--- config.mk ---
export PLATFORM = sky130hd
export DESIGN_NAME = agw_window_closer
export DESIGN_NICKNAME = d
export VERILOG_FILES = /design/src/rtl/agw_pkg.sv /design/src/rtl/agw_cfg_reg.sv /design/src/rtl/agw_tick_sel.sv /design/src/rtl/agw_window_cnt.sv /design/src/rtl/agw_close_arb.sv /design/src/rtl/agw_window_closer.sv
export SDC_FILE = /design/constraint.sdc
export NUM_CORES = 1
export LEC_CHECK = 0
export BUFFER_PORTS_ARGS = -buffer_cell sky130_fd_sc_hd__buf_2
export CORE_MARGIN = 1.5
export CORE_UTILIZATION = 50
export DETAILED_ROUTE_END_ITERATION = 7
export PLACE_DENSITY = 0.72
export SLEW_MARGIN = 10
export SYNTH_ARGS = -nofsm -noshare
export SYNTH_HDL_FRONTEND = slang
export SYNTH_HIERARCHICAL = 1
export SYNTH_SLANG_ARGS = --single-unit
--- constraint.sdc ---
create_clock -name clk -period 6.3 [get_ports clk]
set_input_delay 1.26 -clock clk [delete_from_list [all_inputs] [get_ports clk]]
set_output_delay 1.26 -clock clk [all_outputs]
set_load 0.02 [all_outputs]
--- src/rtl/agw_pkg.sv ---
package agw_pkg;
  localparam int CFG_W     = 32;
  localparam int MODE_W    = 2;
  localparam int BLIM_W    = 6;
  localparam int TLIM_W    = 5;
  localparam int PLIM_W    = 6;
  localparam int KB_SHIFT  = 10;

  localparam int MODE_LSB  = 0;
  localparam int BLIM_LSB  = 5;
  localparam int TLIM_LSB  = 11;
  localparam int PLIM_LSB  = 16;
  localparam int EOFEN_BIT = 22;
  localparam int FORCE_BIT = 23;
  localparam int HARD_BIT  = 24;
  localparam int TSEL_BIT  = 25;

  localparam logic [MODE_W-1:0] MODE_AGG = 2'b01;

  typedef enum logic [2:0] {
    RSN_NONE  = 3'd0,
    RSN_BYTE  = 3'd1,
    RSN_TIME  = 3'd2,
    RSN_PKT   = 3'd3,
    RSN_EOF   = 3'd4,
    RSN_FORCE = 3'd5,
    RSN_PASS  = 3'd6
  } reason_e;

  typedef struct packed {
    logic [MODE_W-1:0] mode;
    logic [BLIM_W-1:0] byte_kb;
    logic [TLIM_W-1:0] tick_lim;
    logic [PLIM_W-1:0] pkt_lim;
    logic              eof_en;
    logic              hard;
    logic              coarse;
  } cfg_t;
endpackage

--- src/rtl/agw_cfg_reg.sv ---
module agw_cfg_reg
  import agw_pkg::*;
(
  input  logic             clk,
  input  logic             rst_n,
  input  logic             we,
  input  logic [CFG_W-1:0] wdata,
  output cfg_t             cfg_q,
  output logic             force_req
);
  always_ff @(posedge clk) begin
    if (!rst_n) begin
      cfg_q <= '0;
    end else if (we) begin
      cfg_q.mode     <= wdata[MODE_LSB +: MODE_W];
      cfg_q.byte_kb  <= wdata[BLIM_LSB +: BLIM_W];
      cfg_q.tick_lim <= wdata[TLIM_LSB +: TLIM_W];
      cfg_q.pkt_lim  <= wdata[PLIM_LSB +: PLIM_W];
      cfg_q.eof_en   <= wdata[EOFEN_BIT];
      cfg_q.hard     <= wdata[HARD_BIT];
      cfg_q.coarse   <= wdata[TSEL_BIT];
    end
  end

  // force is a request carried by the write itself, never held
  assign force_req = we & wdata[FORCE_BIT];
endmodule

--- src/rtl/agw_tick_sel.sv ---
module agw_tick_sel #(
  parameter int NSRC = 2,
  localparam int SEL_W = (NSRC > 1) ? $clog2(NSRC) : 1
) (
  input  logic [NSRC-1:0]  src,
  input  logic [SEL_W-1:0] sel,
  output logic             tick
);
  logic [NSRC-1:0] hit;

  for (genvar i = 0; i < NSRC; i++) begin : g_src
    assign hit[i] = src[i] && (sel == SEL_W'(i));
  end

  assign tick = |hit;
endmodule

--- src/rtl/agw_window_cnt.sv ---
module agw_window_cnt #(
  parameter int LEN_W  = 16,
  parameter int BYTE_W = 18,
  parameter int PCNT_W = 6,
  parameter int TCNT_W = 5
) (
  input  logic              clk,
  input  logic              rst_n,
  input  logic              app,
  input  logic [LEN_W-1:0]  len,
  input  logic              tick,
  input  logic              clear,
  output logic [BYTE_W-1:0] byte_q,
  output logic [PCNT_W-1:0] pkt_q,
  output logic              open_q,
  output logic [BYTE_W-1:0] bytes_sum,
  output logic [PCNT_W-1:0] pkts_sum,
  output logic [TCNT_W-1:0] ticks_sum,
  output logic              open_sum
);
  localparam logic [PCNT_W-1:0] PMAX = '1;
  localparam logic [TCNT_W-1:0] TMAX = '1;

  logic [TCNT_W-1:0] tick_q;
  logic [BYTE_W-1:0] len_ext;

  assign len_ext = {{(BYTE_W-LEN_W){1'b0}}, len};

  always_comb begin
    bytes_sum = app ? byte_q + len_ext : byte_q;
    pkts_sum  = (app && pkt_q != PMAX) ? pkt_q + 1'b1 : pkt_q;
    // the timer runs only once the window already holds a packet
    ticks_sum = (open_q && tick && tick_q != TMAX) ? tick_q + 1'b1 : tick_q;
    open_sum  = open_q | app;
  end

  always_ff @(posedge clk) begin
    if (!rst_n || clear) begin
      byte_q <= '0;
      pkt_q  <= '0;
      tick_q <= '0;
      open_q <= 1'b0;
    end else begin
      byte_q <= bytes_sum;
      pkt_q  <= pkts_sum;
      tick_q <= ticks_sum;
      open_q <= open_sum;
    end
  end
endmodule

--- src/rtl/agw_close_arb.sv ---
module agw_close_arb
  import agw_pkg::*;
#(
  parameter int BYTE_W = 18,
  parameter int PCNT_W = 6,
  parameter int TCNT_W = 5
) (
  input  cfg_t              cfg,
  input  logic              app,
  input  logic              eof,
  input  logic              force_req,
  input  logic              open_q,
  input  logic              open_sum,
  input  logic [BYTE_W-1:0] bytes_sum,
  input  logic [PCNT_W-1:0] pkts_sum,
  input  logic [TCNT_W-1:0] ticks_sum,
  output logic              close_now,
  output reason_e           reason
);
  logic [BYTE_W-1:0] thr;
  logic agg, hit_force, hit_pass, hit_eof, hit_byte, hit_pkt, hit_time;

  always_comb begin
    thr       = BYTE_W'({cfg.byte_kb, {KB_SHIFT{1'b0}}});
    agg       = (cfg.mode == MODE_AGG);
    hit_force = force_req && open_sum;
    hit_pass  = !agg && app;
    hit_eof   = agg && app && eof && cfg.eof_en;
    hit_byte  = agg && app && (cfg.hard ? (bytes_sum >= thr) : (bytes_sum > thr));
    hit_pkt   = agg && app && (cfg.pkt_lim != '0) &&
                (pkts_sum >= PCNT_W'(cfg.pkt_lim));
    hit_time  = agg && open_q && (cfg.tick_lim != '0) &&
                (ticks_sum >= TCNT_W'(cfg.tick_lim));

    if (hit_force)     reason = RSN_FORCE;
    else if (hit_pass) reason = RSN_PASS;
    else if (hit_eof)  reason = RSN_EOF;
    else if (hit_byte) reason = RSN_BYTE;
    else if (hit_pkt)  reason = RSN_PKT;
    else if (hit_time) reason = RSN_TIME;
    else               reason = RSN_NONE;

    close_now = (reason != RSN_NONE);
  end
endmodule

--- src/rtl/agw_window_closer.sv ---
module agw_window_closer
  import agw_pkg::*;
#(
  parameter int LEN_W = 16
) (
  input  logic             clk,
  input  logic             rst_n,
  input  logic             cfg_we,
  input  logic [31:0]      cfg_wdata,
  input  logic             pkt_valid,
  input  logic [LEN_W-1:0] pkt_len,
  input  logic             pkt_eof,
  input  logic             tick_fine,
  input  logic             tick_coarse,
  output logic             close_o,
  output logic [2:0]       reason_o
);
  localparam int KB_BITS = BLIM_W + KB_SHIFT;
  localparam int BYTE_W  = ((LEN_W > KB_BITS) ? LEN_W : KB_BITS) + 1;
  localparam int PCNT_W  = PLIM_W;
  localparam int TCNT_W  = TLIM_W;

  cfg_t              cfg_q;
  logic              force_req;
  logic              tick;
  logic [BYTE_W-1:0] byte_q, bytes_sum;
  logic [PCNT_W-1:0] pkt_q, pkts_sum;
  logic [TCNT_W-1:0] ticks_sum;
  logic              open_q, open_sum;
  logic              close_now;
  reason_e           reason;

  agw_cfg_reg u_cfg (
    .clk       (clk),
    .rst_n     (rst_n),
    .we        (cfg_we),
    .wdata     (cfg_wdata),
    .cfg_q     (cfg_q),
    .force_req (force_req)
  );

  agw_tick_sel #(.NSRC(2)) u_tick (
    .src  ({tick_coarse, tick_fine}),
    .sel  (cfg_q.coarse),
    .tick (tick)
  );

  agw_window_cnt #(
    .LEN_W(LEN_W), .BYTE_W(BYTE_W), .PCNT_W(PCNT_W), .TCNT_W(TCNT_W)
  ) u_cnt (
    .clk       (clk),
    .rst_n     (rst_n),
    .app       (pkt_valid),
    .len       (pkt_len),
    .tick      (tick),
    .clear     (close_now),
    .byte_q    (byte_q),
    .pkt_q     (pkt_q),
    .open_q    (open_q),
    .bytes_sum (bytes_sum),
    .pkts_sum  (pkts_sum),
    .ticks_sum (ticks_sum),
    .open_sum  (open_sum)
  );

  agw_close_arb #(
    .BYTE_W(BYTE_W), .PCNT_W(PCNT_W), .TCNT_W(TCNT_W)
  ) u_arb (
    .cfg       (cfg_q),
    .app       (pkt_valid),
    .eof       (pkt_eof),
    .force_req (force_req),
    .open_q    (open_q),
    .open_sum  (open_sum),
    .bytes_sum (bytes_sum),
    .pkts_sum  (pkts_sum),
    .ticks_sum (ticks_sum),
    .close_now (close_now),
    .reason    (reason)
  );

  always_ff @(posedge clk) begin
    if (!rst_n) begin
      close_o  <= 1'b0;
      reason_o <= '0;
    end else begin
      close_o  <= close_now;
      reason_o <= close_now ? reason : RSN_NONE;
    end
  end
endmodule

==> impl_results.md <==
- LEAKAGE: about 1.9 nW
- Post-synth EDFFs: 0
- TritonCTS buffer count: 5
- Hold Slack: 0.505 ns
- Net Switching: 0.232 mW
- Sw frac: 0.302
- Slowest cell on crit path: a2111oi_0
- Syn Inst Count: about 400
- Routability Congestion: slightly below 0.9
- Crit. End Element: register
- Routed vias: approximately 3000
- Ant diodes: 0
- CTS resizes: 0
- Setup TNS Final: 0 ns
- Worst rel slew slack: 0.547
- Post-synth top area share: 0.302
- Buf/Inv on CP: 1
- Most common library cells after synthesis: dfxtp_1, ha_1, nand2_1, nor2b_1, inv_1
- TritonCTS clock tree: built
- Global route overflow: 0
- Gate power share: 0.264
- Clock sink count: 55
- Minimum clock period: 5.38 ns
- Max Cap Viol: 0
- Post-synthesis mux area share: 0.112
- Setup Skew: 0.00887 ns
- Startpoint types: primary input
- Initial Util: 0.528
- Overall Global Routing Usage: 0.206
- Synthesized flop and latch total: 55
- Worst EP arrival: about 5.6 ns
- XOR/XNOR share of the synthesized area: 0.0409
- Largest net degree at the start of global routing: 32
- Final net count: ~540
- DP HPWL: around 5.8 mm
- Synth async-reset ratio: 0
- Avg WL per Cell: around 14 um
- Clk buf depth: 2
- Dominant cells by area after synthesis: dfxtp_1, ha_1, mux2i_1, nor2b_1, mux2_2
- Unrepaired setup endpoints after global routing: no
- Final worst setup slack: a little over 0.9 ns
- CP most frequent cell: ha_1
- Clk slew on worst S/H paths: 0.10 ns
- Via density: 5.46
- Main synth FF type: dfxtp_1
- Status: finished, final reports clean
- Post-Synth Simple-Gate Area: 0.219
- Sequential share of the synthesized area: 0.302
- Port Buffers: 49
- Syn Std Cell Area: 3640 um^2
- Vias in the first global route: slightly below 3000
- Die area: a little under 8000 um^2
- Post-synthesis compound-gate area fraction: 0.146
- Post-detailed-route count of antenna-violating nets: 0
- Width of the die: 88.4 um
- Yosys cell types: between 60 and 70
- Fin area: approximately 4000 um^2
- Syn. warnings: 6
- Core area: between 6000 and 7000 um^2
- Worst-path maximum fanout: 6
- Power Dens Cells: roughly 190 nW/um^2
- Rows: 30
- Fraction of layout cells with a size suffix above 1: 0.183
- Synth-to-layout area growth: 10.1%
- CP Class: primary input to register
- Post-CTS Setup Bufs: 0
- Drt first pass iters: 4
- Internal power: ~0.54 mW
- Syn nets: around 500
- Worst-Margin Slew: between 0.6 and 0.7 ns
- Critical path's largest stage delay: 0.52 ns
- Final cell utilization of the core: 0.581
- Tightest Hold Check Type: register to register
- Final worst path period share: 0.854
- Largest family of logic cells by synthesized area: simple AND/OR/NAND/NOR gates
- I/O Pins: about 60
- Final wirelength: 7.52 mm
- First-pass GRT wire length: between 10 and 15 mm
- Final hold vios: 0
- Clock power share: 0.245
- Sequential Power Share: 0.491
- CTS Root Cell: clkbuf_8
- Worst EP required: between 6 and 7 ns
- Dpl ws: about 0.71 ns
- Peak supply drop: around 0.00012 V
- Worst-Skew Late Latency: approximately 0.3 ns
- Initial antenna violation count: 0
- Post-synthesis adder-cell area fraction: 0.129
- Max Slew Vio Count: 0
- CP delay by family, top: compound AO/OA/AOI/OAI gates
- Final setup fails: 0
- Die Y: between 80 and 90 um
- Synth area leader: dfxtp_1
- Fmax: ~190 MHz
- H-tree levels: 2
- Synth Area per Inst: 9.04 um^2
- DP Area: between 3000 and 4000 um^2
- Cts hold-fix bufs: 0
- Top-count cell post-synth: dfxtp_1
- DR iter-0 viols: ~90
- Cell Chain, Critical Path: buf_2, ha_1, fa_1, a21oi_1, o21ai_1, a311o_1, xor2_1, mux2_2, ha_1, nor4b_1, nand3_1, o21ba_1, o31ai_2, nand4_1, nor2b_1, nand2_1, a2111oi_0, a211o_1
- DR DRC count: 0
power groups by stage:
stage               registers [mW]  clock network [mW]  logic, mW
floorplan                    0.385                   0      0.151
global placement             0.386                   0      0.195
detailed placement           0.386                   0      0.202
CTS                          0.378               0.194      0.203
global route                 0.380               0.210      0.230
finish                       0.378               0.188      0.203
through the flow:
stage,total power [mW],cells
floorplan,0.535,403
global placement,0.580,536
detailed placement,0.588,536
CTS,0.775,544
global route,0.820,544
finish,0.770,544
cell families after synthesis:
kind of cell | after synthesis
AOI/OAI and AO/OA | 74
xor gates and xnor gates | 17
adders and majority gates | 37
buffers and inverters | 39
DFF | 55
muxes | 38
and+or+nand+nor | 143
registers in the layout (all words and copies together), names as in the netlist:
name / flops
u_cnt/tick_q: 5
u_cnt/byte_q: 17
u_cfg/cfg_q: 22
u_cnt/open_q: 1
close_o: 1
reason_o: 3
u_cnt/pkt_q: 6
routing by layer:
layer  global-route usage  part of all wire
met4               0.0753             0.018
met3               0.0317             0.039
met5                    0                 0
met1                0.268              0.47
met2                0.347              0.47
cell type report:
class,count,area (um^2)
clock buffer,7,76.3
fill,659,2900
multi-input combinational,309,2350
timing repair buffer,51,260
tap,96,120
sequential,55,1100
inverter,25,93.8
clock inverter,1,5.00
path summary, 6_finish.rpt:
| kind | from | end | slack, ns | depth (start not counted) |
|---|---|---|---|---|
| worst min-delay path | u_cnt/byte_q[10]$_SDFF_PP0_ | u_cnt/byte_q[10]$_SDFF_PP0_ | 0.51 | 2 |
| worst max-delay path | pkt_len[0] | u_cnt/byte_q[13]$_SDFF_PP0_ | 0.92 | 18 |
| worst max register to register | u_cnt/byte_q[0]$_SDFF_PP0_ | u_cnt/byte_q[13]$_SDFF_PP0_ | 1.63 | 17 |
| worst min register to register | u_cnt/byte_q[10]$_SDFF_PP0_ | u_cnt/byte_q[10]$_SDFF_PP0_ | 0.51 | 2 |
tightest hold or removal path, delay by kind of cell, from the launching register on:
family | cells | cell delay (ns)
DFF | 1 | 0.33
and+or+nand+nor | 1 | 0.08
AOI/OAI and AO/OA | 1 | 0.06
cell usage in the layout (no fill, tap or decap), types with 3 or more instances in the layout:
| cell | n |
|---|---|
| nand3_1 | 8 |
| a21oi_1 | 17 |
| a31oi_1 | 3 |
| xor2_1 | 8 |
| dfxtp_1 | 55 |
| buf_2 | 49 |
| nor2b_1 | 26 |
| o21ai_0 | 9 |
| nor2_1 | 19 |
| a31o_2 | 5 |
| mux2i_1 | 23 |
| and3_1 | 10 |
| nand2_1 | 26 |
| a21o_1 | 6 |
| clkbuf_8 | 5 |
| mux2_2 | 13 |
| nand4_1 | 8 |
| ha_1 | 36 |
| nand2b_1 | 6 |
| xnor2_1 | 9 |
| a211oi_1 | 3 |
| o21bai_1 | 4 |
| inv_1 | 25 |
| and2_1 | 23 |
Note: power is estimated with default switching activity, not from simulation.
